==> src/rtl/prv_pkg.sv <==
package prv_pkg;

    localparam int GRP_W = 8;
    localparam int PAIRS = GRP_W / 2;

    typedef enum logic [1:0] {
        PH_IDLE  = 2'd0,
        PH_RESET = 2'd1,
        PH_SET   = 2'd2
    } phase_e;

    typedef struct packed {
        logic [GRP_W-1:0] rst_ops;
        logic [GRP_W-1:0] set_ops;
    } grp_ops_t;

    // Padding mask for one slice: empty pairs below the highest RESET pair
    // receive a RESET on their odd bit. Slices with RESETs only in bits 0..2
    // are left as they are.
    function automatic logic [GRP_W-1:0] pad_mask(input logic [GRP_W-1:0] true_rst);
        logic [GRP_W-1:0] add;
        logic             seen;
        add  = '0;
        seen = 1'b0;
        if (|true_rst[GRP_W-1:3]) begin
            for (int p = PAIRS - 1; p >= 0; p--) begin
                if (seen && (true_rst[2*p +: 2] == 2'b00))
                    add[2*p+1] = 1'b1;
                if (|true_rst[2*p +: 2])
                    seen = 1'b1;
            end
        end
        return add;
    endfunction

endpackage

==> src/rtl/prv_group_part.sv <==
module prv_group_part
    import prv_pkg::*;
(
    input  logic [GRP_W-1:0] old_grp,
    input  logic [GRP_W-1:0] new_grp,
    output grp_ops_t         ops
);
    logic [GRP_W-1:0] true_rst;
    logic [GRP_W-1:0] true_set;
    logic [GRP_W-1:0] pad;

    always_comb begin
        true_rst    = old_grp & ~new_grp;
        true_set    = ~old_grp & new_grp;
        pad         = pad_mask(true_rst);
        ops.rst_ops = true_rst | pad;
        ops.set_ops = true_set | pad;
    end
endmodule

==> src/rtl/prv_vec_builder.sv <==
module prv_vec_builder
    import prv_pkg::*;
#(
    parameter int LINE_W = 64
) (
    input  logic [LINE_W-1:0] old_line,
    input  logic [LINE_W-1:0] new_line,
    output logic [LINE_W-1:0] rst_line,
    output logic [LINE_W-1:0] set_line
);
    localparam int NGRP = LINE_W / GRP_W;

    for (genvar g = 0; g < NGRP; g++) begin : g_grp
        grp_ops_t ops;
        prv_group_part u_part (
            .old_grp (old_line[g*GRP_W +: GRP_W]),
            .new_grp (new_line[g*GRP_W +: GRP_W]),
            .ops     (ops)
        );
        assign rst_line[g*GRP_W +: GRP_W] = ops.rst_ops;
        assign set_line[g*GRP_W +: GRP_W] = ops.set_ops;
    end
endmodule

==> src/rtl/prv_phase_seq.sv <==
module prv_phase_seq
    import prv_pkg::*;
#(
    parameter int CNT_W = 8
) (
    input  logic             clk,
    input  logic             rst,
    input  logic             start,
    input  logic [CNT_W-1:0] rst_cycles,
    input  logic [CNT_W-1:0] set_cycles,
    output phase_e           phase_q,
    output logic             accept,
    output logic             done_q
);
    logic [CNT_W-1:0] cnt_q;
    logic [CNT_W-1:0] set_len_q;

    function automatic logic [CNT_W-1:0] last_idx(input logic [CNT_W-1:0] len);
        return (len == '0) ? '0 : len - 1'b1;
    endfunction

    assign accept = (phase_q == PH_IDLE) && start;

    always_ff @(posedge clk) begin
        if (rst) begin
            phase_q   <= PH_IDLE;
            cnt_q     <= '0;
            set_len_q <= '0;
            done_q    <= 1'b0;
        end else begin
            done_q <= 1'b0;
            unique case (phase_q)
                PH_IDLE: begin
                    if (start) begin
                        phase_q   <= PH_RESET;
                        cnt_q     <= last_idx(rst_cycles);
                        set_len_q <= last_idx(set_cycles);
                    end
                end
                PH_RESET: begin
                    if (cnt_q == '0) begin
                        phase_q <= PH_SET;
                        cnt_q   <= set_len_q;
                    end else begin
                        cnt_q <= cnt_q - 1'b1;
                    end
                end
                PH_SET: begin
                    if (cnt_q == '0) begin
                        phase_q <= PH_IDLE;
                        done_q  <= 1'b1;
                    end else begin
                        cnt_q <= cnt_q - 1'b1;
                    end
                end
                default: phase_q <= PH_IDLE;
            endcase
        end
    end
endmodule

==> src/rtl/prv_partition_reset.sv <==
module prv_partition_reset
    import prv_pkg::*;
#(
    parameter int LINE_W = 64,
    parameter int CNT_W  = 8
) (
    input  logic              clk,
    input  logic              rst,
    input  logic              start,
    input  logic [LINE_W-1:0] old_data,
    input  logic [LINE_W-1:0] new_data,
    input  logic [CNT_W-1:0]  rst_cycles,
    input  logic [CNT_W-1:0]  set_cycles,
    output logic [LINE_W-1:0] reset_vec,
    output logic [LINE_W-1:0] set_vec,
    output logic [1:0]        phase,
    output logic              done
);
    initial begin
        if (LINE_W % GRP_W != 0 || LINE_W < GRP_W)
            $error("LINE_W must be a positive multiple of 8");
    end

    logic [LINE_W-1:0] rst_next;
    logic [LINE_W-1:0] set_next;
    logic [LINE_W-1:0] rst_q;
    logic [LINE_W-1:0] set_q;
    phase_e            phase_q;
    logic              accept;
    logic              done_q;

    prv_vec_builder #(.LINE_W(LINE_W)) u_build (
        .old_line (old_data),
        .new_line (new_data),
        .rst_line (rst_next),
        .set_line (set_next)
    );

    prv_phase_seq #(.CNT_W(CNT_W)) u_seq (
        .clk        (clk),
        .rst        (rst),
        .start      (start),
        .rst_cycles (rst_cycles),
        .set_cycles (set_cycles),
        .phase_q    (phase_q),
        .accept     (accept),
        .done_q     (done_q)
    );

    always_ff @(posedge clk) begin
        if (rst) begin
            rst_q <= '0;
            set_q <= '0;
        end else if (accept) begin
            rst_q <= rst_next;
            set_q <= set_next;
        end
    end

    assign reset_vec = (phase_q == PH_RESET) ? rst_q : '0;
    assign set_vec   = (phase_q == PH_SET)   ? set_q : '0;
    assign phase     = phase_q;
    assign done      = done_q;
endmodule

==> config.mk <==
export PLATFORM = sky130hd
export DESIGN_NAME = prv_partition_reset
export DESIGN_NICKNAME = d
export VERILOG_FILES = /design/src/rtl/prv_pkg.sv /design/src/rtl/prv_group_part.sv /design/src/rtl/prv_vec_builder.sv /design/src/rtl/prv_phase_seq.sv /design/src/rtl/prv_partition_reset.sv
export SDC_FILE = /design/constraint.sdc
export NUM_CORES = 1
export LEC_CHECK = 0
export BUFFER_PORTS_ARGS = -buffer_cell sky130_fd_sc_hd__buf_4
export CAP_MARGIN = 20
export CORE_MARGIN = 4
export CORE_UTILIZATION = 45
export CTS_CLUSTER_SIZE = 28
export DETAILED_ROUTE_END_ITERATION = 8
export PLACE_DENSITY = 0.77
export SETUP_SLACK_MARGIN = 0.4
export SYNTH_ARGS = -nofsm -noshare
export SYNTH_HDL_FRONTEND = slang
export SYNTH_SLANG_ARGS = --single-unit
==> constraint.sdc <==
create_clock -name clk -period 1.7 [get_ports clk]
set_clock_uncertainty 0.15 [all_clocks]
set_input_delay 0.34 -clock clk [delete_from_list [all_inputs] [get_ports clk]]
set_output_delay 0.34 -clock clk [all_outputs]
set_load 0.02 [all_outputs]
## Word level (Yosys, flattened, before mapping)

Cells that the tools add are included.
W data, S select, Z words.

| word-level totals | value |
|---|---|
| output and inout bits | 131 |
| input port bits | 147 |
| word-level logic and storage cells | 263 |
| bits in registers | 147 |

| operators by class | value |
|---|---|
| equal/unequal tests | 6 |
| multiplexer cells | 109 |
| add/subtract/negate cells | 3 |
| bitwise gates (word level) | 49 |
| reductions and logical operators | 90 |

Operator list:

| operator | count |
|---|---|
| $and A8 B8 Y8 | 16 |
| $mux W64 | 2 |
| $not A8 Y8 | 16 |
| $or A8 B6 Y8 | 16 |
| $mux W1 | 97 |
| $logic_not A2 Y1 | 25 |
| $reduce_or A2 Y1 | 25 |
| $mux W8 | 5 |
| $reduce_or A5 Y1 | 8 |
| $logic_and A1 B1 Y1 | 25 |
| $logic_not A8 Y1 | 3 |
| $pmux W8 S3 | 1 |
| $sub A8 B1 Y8 const B | 3 |
| $mux W2 | 3 |
| $pmux W2 S3 | 1 |
| $reduce_and A3 Y1 | 2 |
| $ne A2 B1 Y1 const B | 2 |
| $ne A2 B2 Y1 const B | 2 |
| $reduce_bool A3 Y1 | 1 |
| $eq A2 B1 Y1 const B | 1 |
| $eq A2 B2 Y1 const B | 1 |
| $reduce_and A2 Y1 | 1 |
| $not A1 Y1 | 1 |

## Longest topological paths before layout

| depth | value |
|---|---|
| depth after elaboration | 13 |
| mapped depth | 8 |
| mapped depth without buffers | 6 |

## Hierarchy

Synthesis repeated with hierarchy kept, for this count alone.

| unflattened totals | value |
|---|---|
| cells, all modules | 962 |
| area, all modules | 8627.0 sq um |

Modules (own cells, without submodules):

| module | times used | area an instance (sq um) | cells an instance | seq. area each (sq um) |
|---|---|---|---|---|
| prv_partition_reset | 1 | 5535.3 | 556 | 2562.5 |
| prv_group_part | 8 | 197.7 | 27 | 0.0 |
| prv_phase_seq | 1 | 1510.2 | 190 | 380.4 |

## Worst setup path after synthesis

Ideal clock, no wire load.

| timing path | value |
|---|---|
| path kind | reg-to-output |
| start point | register u_seq.phase_q[1] |
| end point | output set_vec[53] |
| path slack | -477 ps |
| buffers on the path | 3 |
| arrival time | 1687 ps |
| required time | 1210 ps |
| stages on the path, launching flop included | 6 |
| cells stage by stage | dfxtp_1 ha_1 clkbuf_1 clkbuf_1 clkbuf_1 and2_1 |

| between the ends | value |
|---|---|
| longest elaborated chain between the ends | 2 |

RTL lines:

| item | line | RTL |
|---|---|---|
| start: declaration | prv_phase_seq.sv:11 | `output phase_e phase_q,` |
| start signal: assignment | prv_phase_seq.sv:26 | `phase_q <= PH_IDLE;` |
| start signal: assignment | prv_phase_seq.sv:35 | `phase_q <= PH_RESET;` |
| start signal: assignment | prv_phase_seq.sv:42 | `phase_q <= PH_SET;` |
| $eq A2 B2 Y1 | prv_partition_reset.sv:61 | `assign set_vec = (phase_q == PH_SET) ? set_q : '0;` |
| $mux W64 | prv_partition_reset.sv:61 |  |
| end: declaration | prv_partition_reset.sv:15 | `output logic [LINE_W-1:0] set_vec,` |

No other way between the ends.

## Worst setup path after layout

| timing path | value |
|---|---|
| start point | register u_seq.phase_q[1] |
| end point | register rst_q[28] |

| between the ends | value |
|---|---|
| longest elaborated chain between the ends | 2 |

RTL lines:

| item | line | RTL |
|---|---|---|
| $logic_not A2 Y1 | prv_phase_seq.sv:22 | `assign accept = (phase_q == PH_IDLE) && start;` |
| $logic_and A1 B1 Y1 | prv_phase_seq.sv:22 |  |
| end signal: assignment | prv_partition_reset.sv:55 | `rst_q <= rst_next;` |
| end: declaration | prv_partition_reset.sv:26 | `logic [LINE_W-1:0] rst_q;` |

No other way between the ends.
A chain may end at the register's enable or synchronous reset.

==> impl_metrics.ini <==
[finish]
final_area_um2 = 15800
drive_gt1_share_pct = 65.4
num-nets-final = 1568
fin_util_pct = 95.2
layoutNonFillerInstCount = 1643
diodes = 0
syn2layout_area_growth_pct = 106

[synthesis]
synth_async_sr_flop_share_pct = 0
synth_ff_type = dfxtp_1
ys_types = 49
ys_seq_area_share_pct = 38.2
synth_area_leader_cell = dfxtp_1
synth_common_cells = 167 x nor2_1, 147 x dfxtp_1, 130 x and2_1, 97 x a21oi_1, 63 x nand2b_1
synth_area_um2 = 7690
synthTopCellsByArea = dfxtp_1 38%, and2_1 11%, nor2_1 8.1%
yosysTopAreaCellShare_pct = 38.2
syn_nets = 1146
synth_area_per_cell_um2 = 7.78
synth-edff-count = 0
yosys_warnings = 0
yosysMostFrequentCell = nor2_1
syn_inst = 989
ys_ff_latch = 147

[worst_setup_path]
ff2ff_setup_slack_ns = -0.61
worst_path_dominant_cell_family = buffers and inverters
required_ns = 1.85
crit_path_top_delay_cell = dfxtp_4
start_kind = register
cp-end-kind = register
r2r_end = rst_q[28]$_SDFFE_PP0P_
crit_top_cell = buf_12
r2r_start = u_seq.phase_q[1]$_SDFFE_PP0P_
critPathMaxStageDelay_ns = 0.37
worstPathArrival_ns = 2.46
path_buf_inv = 7
reg2regPathDepth = 12
path_class = register to register
critPathMaxFanout = 7
crit_path_cell_trace = inv_4, buf_4, buf_6, ha_4, buf_12, buf_12, nand2_8, buf_12, buf_16, nor2_4, a21oi_2, nor2_2

[power]
leakagePower_nw = 6.63
p_total_mw = 17.1
power.density_nw_per_um2 = 1080
ir_worst_vdd_mv = 0.652

[timing]
timing.fmax_mhz = 434
rsz0062_at_grt = yes
holdWs_ns = 0.0369
period_minus_slack_ns = 2.31
setup_ws_ns = -0.607
hold_violations = 0
min_period_over_period_pct = 136
max_slew_margin_pct = 56.2
worstMarginPinSlew_ns = 0.658
maxSlewViolCount = 0
tns_ns = -102.26
setup_viol_count_final = 274

[route]
vias = 11000
vias_per_cell = 6.68
drt_first_pass_iters = 5
drc = 0
wl_mm = 47.8
avgRoutedWirePerCell_um = 29.1
drtAntennaViolNets = 0
drt_iter0_drc = 1245

[cts]
clk_pin_slew_ns = 0.07
cts_max_path_buffers = 2
cts_root_buffer = clkbuf_16
cts-buffers-inserted = 17
postCtsHoldBufs = 0
cts_htree_levels = 4
cts_tree = yes
cts.sinks = 147
clock_latency_ns = 0.45

[worst_hold_path]
min_path_cells = 3
hold_start = new_data[45]
holdPathEnd = set_q[45]$_SDFFE_PP0P_
hold_class = input pin to register

[placement]
place.gp.congestion = 0.876
port_buffers = 277
dp_cells = 1493
hpwlAfterDp_mm = 18.9
placed_area_um2 = 11300
pre_cts_ws_ns = -0.267

[grt]
grt_pass1_vias = 10000
grtUsageTotal_pct = 34.6
grt_max_degree = 41
grt_remaining_overflow = 0
grt_pass1_wl_mm = 53.9
antenna_found_initial = 0

[floorplan]
row_count = 47
die_y_um = 139
core_area_um2 = 16600
initial_core_util_pct = 46.2
die_w_um = 139
dieArea_um2 = 19300
ios = 278

[status]
violations = negative setup slack
status = finished with violations

[job]
drv_cap = 0
==> power breakdown <==
part           switching (mW)  internal, mW
Sequential              0.499          3.89
Clock                    1.69          2.04
Combinational            4.50          4.52
Total                    6.69          10.5
==> per-layer routing <==
layer  track usage (%)  wire length (um)  up-vias  share of wire (%)
met4              20.0              4990        0                 10
met1              39.1             15800     5106                 33
met2              59.7             21700     1104                 45
met5                 0                 0        -                  0
li1                  -                 -     4296                  -
met3              8.10              5380      469                 11
==> final cells by class <==
cell class / instances / area, um^2
tap: 220 / 275
timing repair buffer: 464 / 5310
fill: 390 / 801
clock buffer: 18 / 439
clock inverter: 13 / 111
inverter: 26 / 108
multi-input combinational: 755 / 6640
sequential: 147 / 2960
==> logic make-up after synthesis <==
| family | Yosys count | synth area share [%] |
|---|---|---|
| AOI/OAI and AO/OA | 222 | 18.7 |
| adders and majority gates | 10 | 1.63 |
| DFF | 147 | 38.2 |
| muxes | 2 | 0.260 |
| and+or+nand+nor | 509 | 35.7 |
| buffers and inverters | 92 | 4.65 |
| xor gates and xnor gates | 7 | 0.797 |
==> sequential cells by signal (all words and copies together), names as in the netlist <==
signal and cells:
rst_q 64, set_q 64, u_seq.cnt_q 8, u_seq.set_len_q 8, u_seq.phase_q 2, u_seq.done_q 1
==> worst min-delay path, delay by kind of cell <==
kind / cells / cell delay, ns
buf+inv: 1 / 0.11
simple gates: 1 / 0.08
compound gates: 1 / 0.07
==> cell usage in the layout, fill, tap and decap left out, drive strengths merged, types with 3 or more instances in the layout <==
cell	instances
a31oi	9
a311oi	23
nand2b	63
nand2	36
inv	28
o21bai	3
o211ai	4
a211oi	23
and3	8
or3	5
or4	4
clkinv	8
o221ai	8
dfxtp	147
ha	10
a41oi	11
o31a	5
nor2b	14
nor3	27
and2	131
nor3b	38
buf	458
o21ai	21
xor2	6
nor2	167
clkbuf	24
nor4	7
a21oi	97
a22oi	6
nand4	10
==> how the worst max path moves through the flow <==
stage                                              from                          end  slack, ns  cells after the start
final                     u_seq.phase_q[1]$_SDFFE_PP0P_       rst_q[28]$_SDFFE_PP0P_      -0.61                     12
after global placement                    rst_cycles[5]  u_seq.cnt_q[7]$_SDFFE_PP0P_      -0.19                      5
after detailed placement                  rst_cycles[5]  u_seq.cnt_q[7]$_SDFFE_PP0P_      -0.27                      5
after CTS                 u_seq.phase_q[1]$_SDFFE_PP0P_                reset_vec[63]      -0.47                      7
after global routing      u_seq.phase_q[1]$_SDFFE_PP0P_                reset_vec[32]      -0.59                      7
after floorplan             u_seq.cnt_q[0]$_SDFFE_PP0P_  u_seq.cnt_q[6]$_SDFFE_PP0P_      -0.09                      7
==> what timing repair did <==
action	4_1_cts	5_1_grt
pin swaps	80	70
setup buffers	57	22
endpoints found under the setup margin	278	278
cloned	32	8
gates resized for setup	306	251
(Power assumes the default switching activity.)
